==> src/rtl/xw_pkg.sv <==
package xw_pkg;
  // entry bit positions
  localparam int E_P  = 0;
  localparam int E_RW = 1;
  localparam int E_US = 2;
  localparam int E_A  = 5;
  localparam int E_D  = 6;
  localparam int E_PS = 7;
  // control register bit positions
  localparam int C0_PG  = 31;
  localparam int C0_WP  = 16;
  localparam int C4_PSE = 4;

  typedef enum logic [2:0] {
    S_IDLE,
    S_RD_DIR,
    S_WB_DIR,
    S_RD_TBL,
    S_WB_TBL,
    S_RESP
  } walk_st_e;
endpackage

==> src/rtl/xw_entry_addr.sv <==
module xw_entry_addr #(
  parameter int AW     = 32,
  parameter int OFFS_W = 12,
  parameter int IDX_W  = 10
) (
  input  logic [AW-1:0]    base,
  input  logic [IDX_W-1:0] idx,
  input  logic [AW-1:0]    mask,
  output logic [AW-1:0]    addr
);
  localparam int ENT_LOG = 2;
  localparam int PAD_W   = AW - IDX_W - ENT_LOG;

  logic [AW-1:0] page_base;
  logic [AW-1:0] byte_off;

  always_comb begin
    page_base = {base[AW-1:OFFS_W], {OFFS_W{1'b0}}};
    byte_off  = {{PAD_W{1'b0}}, idx, {ENT_LOG{1'b0}}};
    addr      = (page_base + byte_off) & mask;
  end
endmodule

==> src/rtl/xw_perm.sv <==
module xw_perm (
  input  logic us_right,
  input  logic rw_right,
  input  logic dirty_after,
  input  logic is_write,
  input  logic is_user,
  input  logic wp,
  output logic prot_fault,
  output logic can_write
);
  always_comb begin
    if (is_user) begin
      prot_fault = !us_right || (is_write && !rw_right);
      can_write  = dirty_after && rw_right;
    end else begin
      prot_fault = is_write && !rw_right && wp;
      can_write  = dirty_after && (rw_right || !wp);
    end
  end
endmodule

==> src/rtl/xlate_walker.sv <==
module xlate_walker #(
  parameter int OFFS_W   = 12,
  parameter int IDX_W    = 10,
  parameter bit LARGE_EN = 1'b1
) (
  input  logic        clk,
  input  logic        rst_n,
  input  logic        req_valid,
  output logic        req_ready,
  input  logic [31:0] req_addr,
  input  logic        req_write,
  input  logic        req_user,
  input  logic [31:0] cr0,
  input  logic [31:0] cr3,
  input  logic [31:0] cr4,
  input  logic [31:0] a20_mask,
  output logic        mem_valid,
  input  logic        mem_ready,
  output logic        mem_we,
  output logic [31:0] mem_addr,
  output logic [31:0] mem_wdata,
  input  logic [31:0] mem_rdata,
  output logic        done,
  output logic        fault,
  output logic [2:0]  fault_code,
  output logic [31:0] phys_addr,
  output logic        writable,
  output logic        big_page
);
  import xw_pkg::*;

  localparam int AW      = OFFS_W + 2 * IDX_W;
  localparam int BIG_LOW = OFFS_W + IDX_W;
  localparam logic [AW-1:0] A_BIT = AW'(1) << E_A;
  localparam logic [AW-1:0] D_BIT = AW'(1) << E_D;

  walk_st_e      st;
  logic [AW-1:0] va_q, cr3_q, a20_q, pde_q, wb_q;
  logic          wr_q, usr_q, wp_q, pse_q, big_q;
  logic [AW-1:0] r_phys;
  logic          r_fault, r_wr, r_big;
  logic [2:0]    r_code;

  logic [AW-1:0] dir_addr, tbl_addr;
  logic [AW-1:0] fin_new, dir_touched, frame, off_part, phys_c;
  logic          large_hit, sel_large, us_r, rw_r, prot_fault, can_write;

  logic unused_ctl;
  assign unused_ctl = ^{cr0, cr4};

  // entry address units
  xw_entry_addr #(.AW(AW), .OFFS_W(OFFS_W), .IDX_W(IDX_W)) u_dir_addr (
    .base(cr3_q), .idx(va_q[AW-1 -: IDX_W]), .mask(a20_q), .addr(dir_addr)
  );
  xw_entry_addr #(.AW(AW), .OFFS_W(OFFS_W), .IDX_W(IDX_W)) u_tbl_addr (
    .base(pde_q), .idx(va_q[OFFS_W +: IDX_W]), .mask(a20_q), .addr(tbl_addr)
  );

  // large page detection
  generate
    if (LARGE_EN) begin : g_big
      assign large_hit = mem_rdata[E_PS] & pse_q;
    end else begin : g_nobig
      logic unused_pse;
      assign unused_pse = pse_q;
      assign large_hit  = 1'b0;
    end
  endgenerate

  always_comb begin
    sel_large   = (st == S_RD_DIR) && large_hit;
    dir_touched = mem_rdata | A_BIT;
    fin_new     = mem_rdata | A_BIT | (wr_q ? D_BIT : '0);
    if (sel_large) begin
      us_r     = mem_rdata[E_US];
      rw_r     = mem_rdata[E_RW];
      frame    = {fin_new[AW-1:BIG_LOW], {BIG_LOW{1'b0}}};
      off_part = {{(AW-BIG_LOW){1'b0}}, va_q[BIG_LOW-1:0]};
    end else begin
      us_r     = pde_q[E_US] & mem_rdata[E_US];
      rw_r     = pde_q[E_RW] & mem_rdata[E_RW];
      frame    = {fin_new[AW-1:OFFS_W], {OFFS_W{1'b0}}};
      off_part = {{(AW-OFFS_W){1'b0}}, va_q[OFFS_W-1:0]};
    end
    phys_c = (frame & a20_q) | off_part;
  end

  xw_perm u_perm (
    .us_right   (us_r),
    .rw_right   (rw_r),
    .dirty_after(fin_new[E_D]),
    .is_write   (wr_q),
    .is_user    (usr_q),
    .wp         (wp_q),
    .prot_fault (prot_fault),
    .can_write  (can_write)
  );

  // walk sequencer
  always_ff @(posedge clk or negedge rst_n) begin
    if (!rst_n) begin
      st      <= S_IDLE;
      va_q    <= '0;
      cr3_q   <= '0;
      a20_q   <= '0;
      pde_q   <= '0;
      wb_q    <= '0;
      wr_q    <= 1'b0;
      usr_q   <= 1'b0;
      wp_q    <= 1'b0;
      pse_q   <= 1'b0;
      big_q   <= 1'b0;
      r_phys  <= '0;
      r_fault <= 1'b0;
      r_wr    <= 1'b0;
      r_big   <= 1'b0;
      r_code  <= '0;
    end else begin
      case (st)
        S_IDLE: begin
          if (req_valid) begin
            va_q  <= req_addr;
            wr_q  <= req_write;
            usr_q <= req_user;
            wp_q  <= cr0[C0_WP];
            pse_q <= cr4[C4_PSE];
            cr3_q <= cr3;
            a20_q <= a20_mask;
            if (cr0[C0_PG]) begin
              st <= S_RD_DIR;
            end else begin
              r_phys  <= req_addr;
              r_fault <= 1'b0;
              r_code  <= '0;
              r_wr    <= 1'b1;
              r_big   <= 1'b0;
              st      <= S_RESP;
            end
          end
        end
        S_RD_DIR: begin
          if (mem_ready) begin
            if (!mem_rdata[E_P]) begin
              r_fault <= 1'b1;
              r_code  <= {usr_q, wr_q, 1'b0};
              r_phys  <= '0;
              r_wr    <= 1'b0;
              r_big   <= 1'b0;
              st      <= S_RESP;
            end else if (large_hit) begin
              if (prot_fault) begin
                r_fault <= 1'b1;
                r_code  <= {usr_q, wr_q, 1'b1};
                r_phys  <= '0;
                r_wr    <= 1'b0;
                r_big   <= 1'b0;
                st      <= S_RESP;
              end else begin
                r_fault <= 1'b0;
                r_code  <= '0;
                r_phys  <= phys_c;
                r_wr    <= can_write;
                r_big   <= 1'b1;
                if (fin_new != mem_rdata) begin
                  wb_q  <= fin_new;
                  big_q <= 1'b1;
                  st    <= S_WB_DIR;
                end else begin
                  st <= S_RESP;
                end
              end
            end else begin
              pde_q <= dir_touched;
              if (!mem_rdata[E_A]) begin
                wb_q  <= dir_touched;
                big_q <= 1'b0;
                st    <= S_WB_DIR;
              end else begin
                st <= S_RD_TBL;
              end
            end
          end
        end
        S_WB_DIR: begin
          if (mem_ready) st <= big_q ? S_RESP : S_RD_TBL;
        end
        S_RD_TBL: begin
          if (mem_ready) begin
            if (!mem_rdata[E_P] || prot_fault) begin
              r_fault <= 1'b1;
              r_code  <= {usr_q, wr_q, mem_rdata[E_P]};
              r_phys  <= '0;
              r_wr    <= 1'b0;
              r_big   <= 1'b0;
              st      <= S_RESP;
            end else begin
              r_fault <= 1'b0;
              r_code  <= '0;
              r_phys  <= phys_c;
              r_wr    <= can_write;
              r_big   <= 1'b0;
              if (fin_new != mem_rdata) begin
                wb_q <= fin_new;
                st   <= S_WB_TBL;
              end else begin
                st <= S_RESP;
              end
            end
          end
        end
        S_WB_TBL: begin
          if (mem_ready) st <= S_RESP;
        end
        default: st <= S_IDLE;
      endcase
    end
  end

  // port drive
  always_comb begin
    req_ready  = (st == S_IDLE);
    mem_valid  = (st == S_RD_DIR) || (st == S_WB_DIR) || (st == S_RD_TBL) || (st == S_WB_TBL);
    mem_we     = (st == S_WB_DIR) || (st == S_WB_TBL);
    mem_addr   = ((st == S_RD_DIR) || (st == S_WB_DIR)) ? dir_addr : tbl_addr;
    mem_wdata  = wb_q;
    done       = (st == S_RESP);
    fault      = r_fault;
    fault_code = r_code;
    phys_addr  = r_phys;
    writable   = r_wr;
    big_page   = r_big;
  end
endmodule

==> config.mk <==
export PLATFORM = sky130hd
export DESIGN_NAME = xlate_walker
export DESIGN_NICKNAME = d
export VERILOG_FILES = /design/src/rtl/xw_pkg.sv /design/src/rtl/xw_entry_addr.sv /design/src/rtl/xw_perm.sv /design/src/rtl/xlate_walker.sv
export SDC_FILE = /design/constraint.sdc
export NUM_CORES = 1
export LEC_CHECK = 0
export ABC_AREA = 0
export ABC_CLOCK_PERIOD_IN_PS = 2700
export BUFFER_PORTS_ARGS = -buffer_cell sky130_fd_sc_hd__buf_2
export CAP_MARGIN = 20
export CORE_UTILIZATION = 44
export CTS_CLUSTER_DIAMETER = 80
export DETAILED_ROUTE_END_ITERATION = 16
export GPL_ROUTABILITY_DRIVEN = 1
export PLACE_DENSITY = 0.74
export SYNTH_ARGS = -nofsm -noshare
export SYNTH_HDL_FRONTEND = slang
export SYNTH_HIERARCHICAL = 1
export SYNTH_SLANG_ARGS = --single-unit
==> constraint.sdc <==
create_clock -name clk -period 2.7 [get_ports clk]
set_clock_uncertainty 0.2 [all_clocks]
set_input_delay 0.27 -clock clk [delete_from_list [all_inputs] [get_ports clk]]
set_output_delay 0.27 -clock clk [all_outputs]
set_load 0.05 [all_outputs]
==> summary.md <==
| Metric | Value |
|---|---|
| Outcome | complete, but fails checks |
| Failing checks | negative setup slack |
| Routed Antenna Nets | 0 |
| Hold Vio Cnt, Final | 0 |
| Reg-to-reg endpoint | mem_wdata[1] |
| # setup viols final | 10 |
| Fmax | about 0.37 GHz |
| Drt initial violations | 333 |
| Wl on met1 | 10300 um |
| H-Tree Depth | 4 |
| Drt wl/cell | about 19 um |
| Crit-path cells | and4bb_1 -> and2_4 -> o21a_1 -> o32ai_4 -> buf_6 -> inv_2 -> o221a_4 -> o21ai_4 -> clkbuf_16 -> mux2_4 |
| GPL Wtd Cong | 0.904 |
| Post-place instance area | 0.0102 mm^2 |
| Count of input and output buffers | 226 |
| Mean post-synth cell area | ~13 um^2 |
| Crit start category | register |
| Int Pwr | 9.11 mW |
| Grt ovf | 0 |
| Crit share post-route | 1.00 |
| Leak Pwr | 5.71 nW |
| Via count | 6897 |
| Worst flop-to-flop path startpoint | pse_q |
| DR vias/cell | 5.27 |
| CP arrival | 2.82 ns |
| Critical path origin | pse_q |
| Sw Pwr | 7.48 mW |
| CP max stage cell | dfrtp_1 |
| Core Footprint | around 0.019 mm^2 |
| Area grow syn2layout | 41.5% |
| Starting Density | 0.454 |
| Power share of the combinational group | 0.548 |
| TritonCTS clock tree | built |
| Tightest Pin Transition | 0.781 ns |
| Antenna cells | 0 |
| Hold Path Depth | 3 |
| Die width | 142 um |
| Fraction of layout instances using a drive strength above 1 | 0.457 |
| GRT Overall Usage | 0.249 |
| Max clock buf depth | 2 |
| Ports | 304 |
| Worst Setup End Kind | register |
| Maximum VDD drop | ~1.2 mV |
| Fin crit period | 2.71 ns |
| Seq pwr share | 0.294 |
| CP max FO | 7 |
| # DRC | 0 |
| Clock power share | 0.158 |
| Syn Std Cell Area | roughly 0.0086 mm^2 |
| End of the critical path | mem_wdata[1] |
| Synth Instances | 682 |
| First-pass GRT wire length | between 30000 and 40000 um |
| Detailed placer's ending HPWL | 15500 um |
| Pwr dens | 1360 mW/mm^2 |
| Synth warn | 6 |
| Die Area | 0.0201 mm^2 |
| Die Height | 142 um |
| Final WL | 24300 um |
| Worst-path clk slew | 0.07 ns |
| DR pass1 iterations | 10 |
| Critical path type | reg -> reg |
| Top sig layer | met4 |
| Vias in the first global route | 7207 |
| Register-to-Register Path Depth | 10 |
| Routed length on met2 | 12300 um |
| Slew margin rel. | 0.479 |
| CP max stage delay | 0.38 ns |
| WL met3 | 1220 um |
| Antenna violations before repair | 0 |
| Slew Limit Fails | 0 |
| Finished Core Util | 0.642 |
| Post-layout instance area | 0.0122 mm^2 |
| Nets | 1234 |
| # rows | 50 |
| Largest net degree at the start of global routing | 70 |
| Clock Sinks | 182 |
| Switching fraction of total power | 0.451 |
| Worst EP required | 2.81 ns |
| Max Cap Viol | 0 |
| Post-route setup slack | -0.00844 ns |
| TritonCTS buffer count | 17 |
| Root buffer cell | clkbuf_16 |
| Worst reg2reg setup slack | -0.008 ns |
| Hold/Removal Path Class | in -> reg |
| RSZ-0062 raised after global routing | yes |
| Skew-Pair Late Insertion Delay | 0.43 ns |
layer usage:
metal | up-vias | track usage
met3 | 36 | 0.0526
li1 | 3182 | -
met5 | - | 0
met1 | 3454 | 0.314
met2 | 225 | 0.422
met4 | 0 | 0.0883
sequential cells by signal (all words and copies together), names as in the netlist, 3 cells and up:
name	count
mem_wdata	32
phys_addr	32
va_q	32
a20_q	30
pde_q	22
cr3_q	20
fault_code	3
st	3
power by group through the flow:
stage | registers [mW] | logic [mW] | clock network (mW)
global route | 5.05 | 9.59 | 2.78
CTS | 4.86 | 8.60 | 2.67
finish | 4.88 | 9.09 | 2.62
global placement | 4.83 | 8.29 | 0
floorplan | 6.32 | 4.87 | 0
detailed placement | 4.90 | 8.42 | 0
cells in the final DEF, fill, tap and decap left out, types with 6 or more instances in the layout:
| cell | n |
|---|---|
| buf_12 | 9 |
| buf_4 | 46 |
| and2_1 | 61 |
| mux2_4 | 28 |
| mux2_1 | 6 |
| nand2_1 | 11 |
| nor3_1 | 11 |
| a31oi_1 | 11 |
| a32oi_1 | 11 |
| nand3_1 | 28 |
| nor2_1 | 10 |
| clkbuf_16 | 20 |
| mux2_2 | 136 |
| o21ai_1 | 14 |
| nand3b_1 | 11 |
| dfrtp_1 | 182 |
| nand2b_1 | 7 |
| and3_1 | 12 |
| a21oi_1 | 16 |
| o211ai_1 | 11 |
| dlygate4sd3_1 | 116 |
| buf_2 | 204 |
| a22oi_1 | 12 |
worst min-delay path by stage:
stage                            start           end  slack (ns)
after floorplan                  rst_n     a20_q[10]       -0.23
after global placement           rst_n  mem_wdata[5]        0.14
after detailed placement         rst_n  mem_wdata[5]        0.13
after CTS                 mem_rdata[7]  mem_wdata[7]       0.004
after global routing      mem_rdata[7]  mem_wdata[7]        0.02
final                     mem_rdata[7]  mem_wdata[7]        0.02
metrics by stage:
step / instances / TNS, ns / worst slack (ns) / hold WS, ns / total power, mW
floorplan: 684 / -0.563 / -0.0231 / -0.226 / 11.2
global placement: 1151 / -6.07 / -0.412 / 0.135 / 13.1
detailed placement: 1152 / -0.0367 / -0.0284 / 0.135 / 13.3
CTS: 1300 / 0 / 0.0205 / 0.00399 / 16.1
global route: 1309 / -2.14 / -0.0909 / 0.0223 / 17.4
finish: 1309 / -0.0393 / -0.00844 / 0.0156 / 16.6
layout make-up:
| type | count | area [um^2] |
|---|---|---|
| well taps | 260 | 325 |
| fillers | 1399 | 6780 |
| clock buffers | 19 | 453 |
| flip-flops and latches | 182 | 4550 |
| clock inverters | 13 | 169 |
| repair buffers | 384 | 2850 |
| multi-input cells | 445 | 3800 |
| inverters | 6 | 22.5 |
repair_timing:
action                                  4_1_cts  5_1_grt
buffers inserted                              0        6
gates resized for setup                       2       46
gates cloned                                  0        3
hold buffers                                116        0
pin swaps                                     0        1
endpoints found under the setup margin       40       58
hold endpoints to repair                    231        0
critical path, delay by kind of cell (launching register included):
family	cells	cell delay [ns]
AOI/OAI and AO/OA	4	0.91
muxes	1	0.30
buffers and inverters	3	0.42
DFF	1	0.38
and+or+nand+nor	2	0.38
Note: power is estimated with default switching activity, not from simulation.
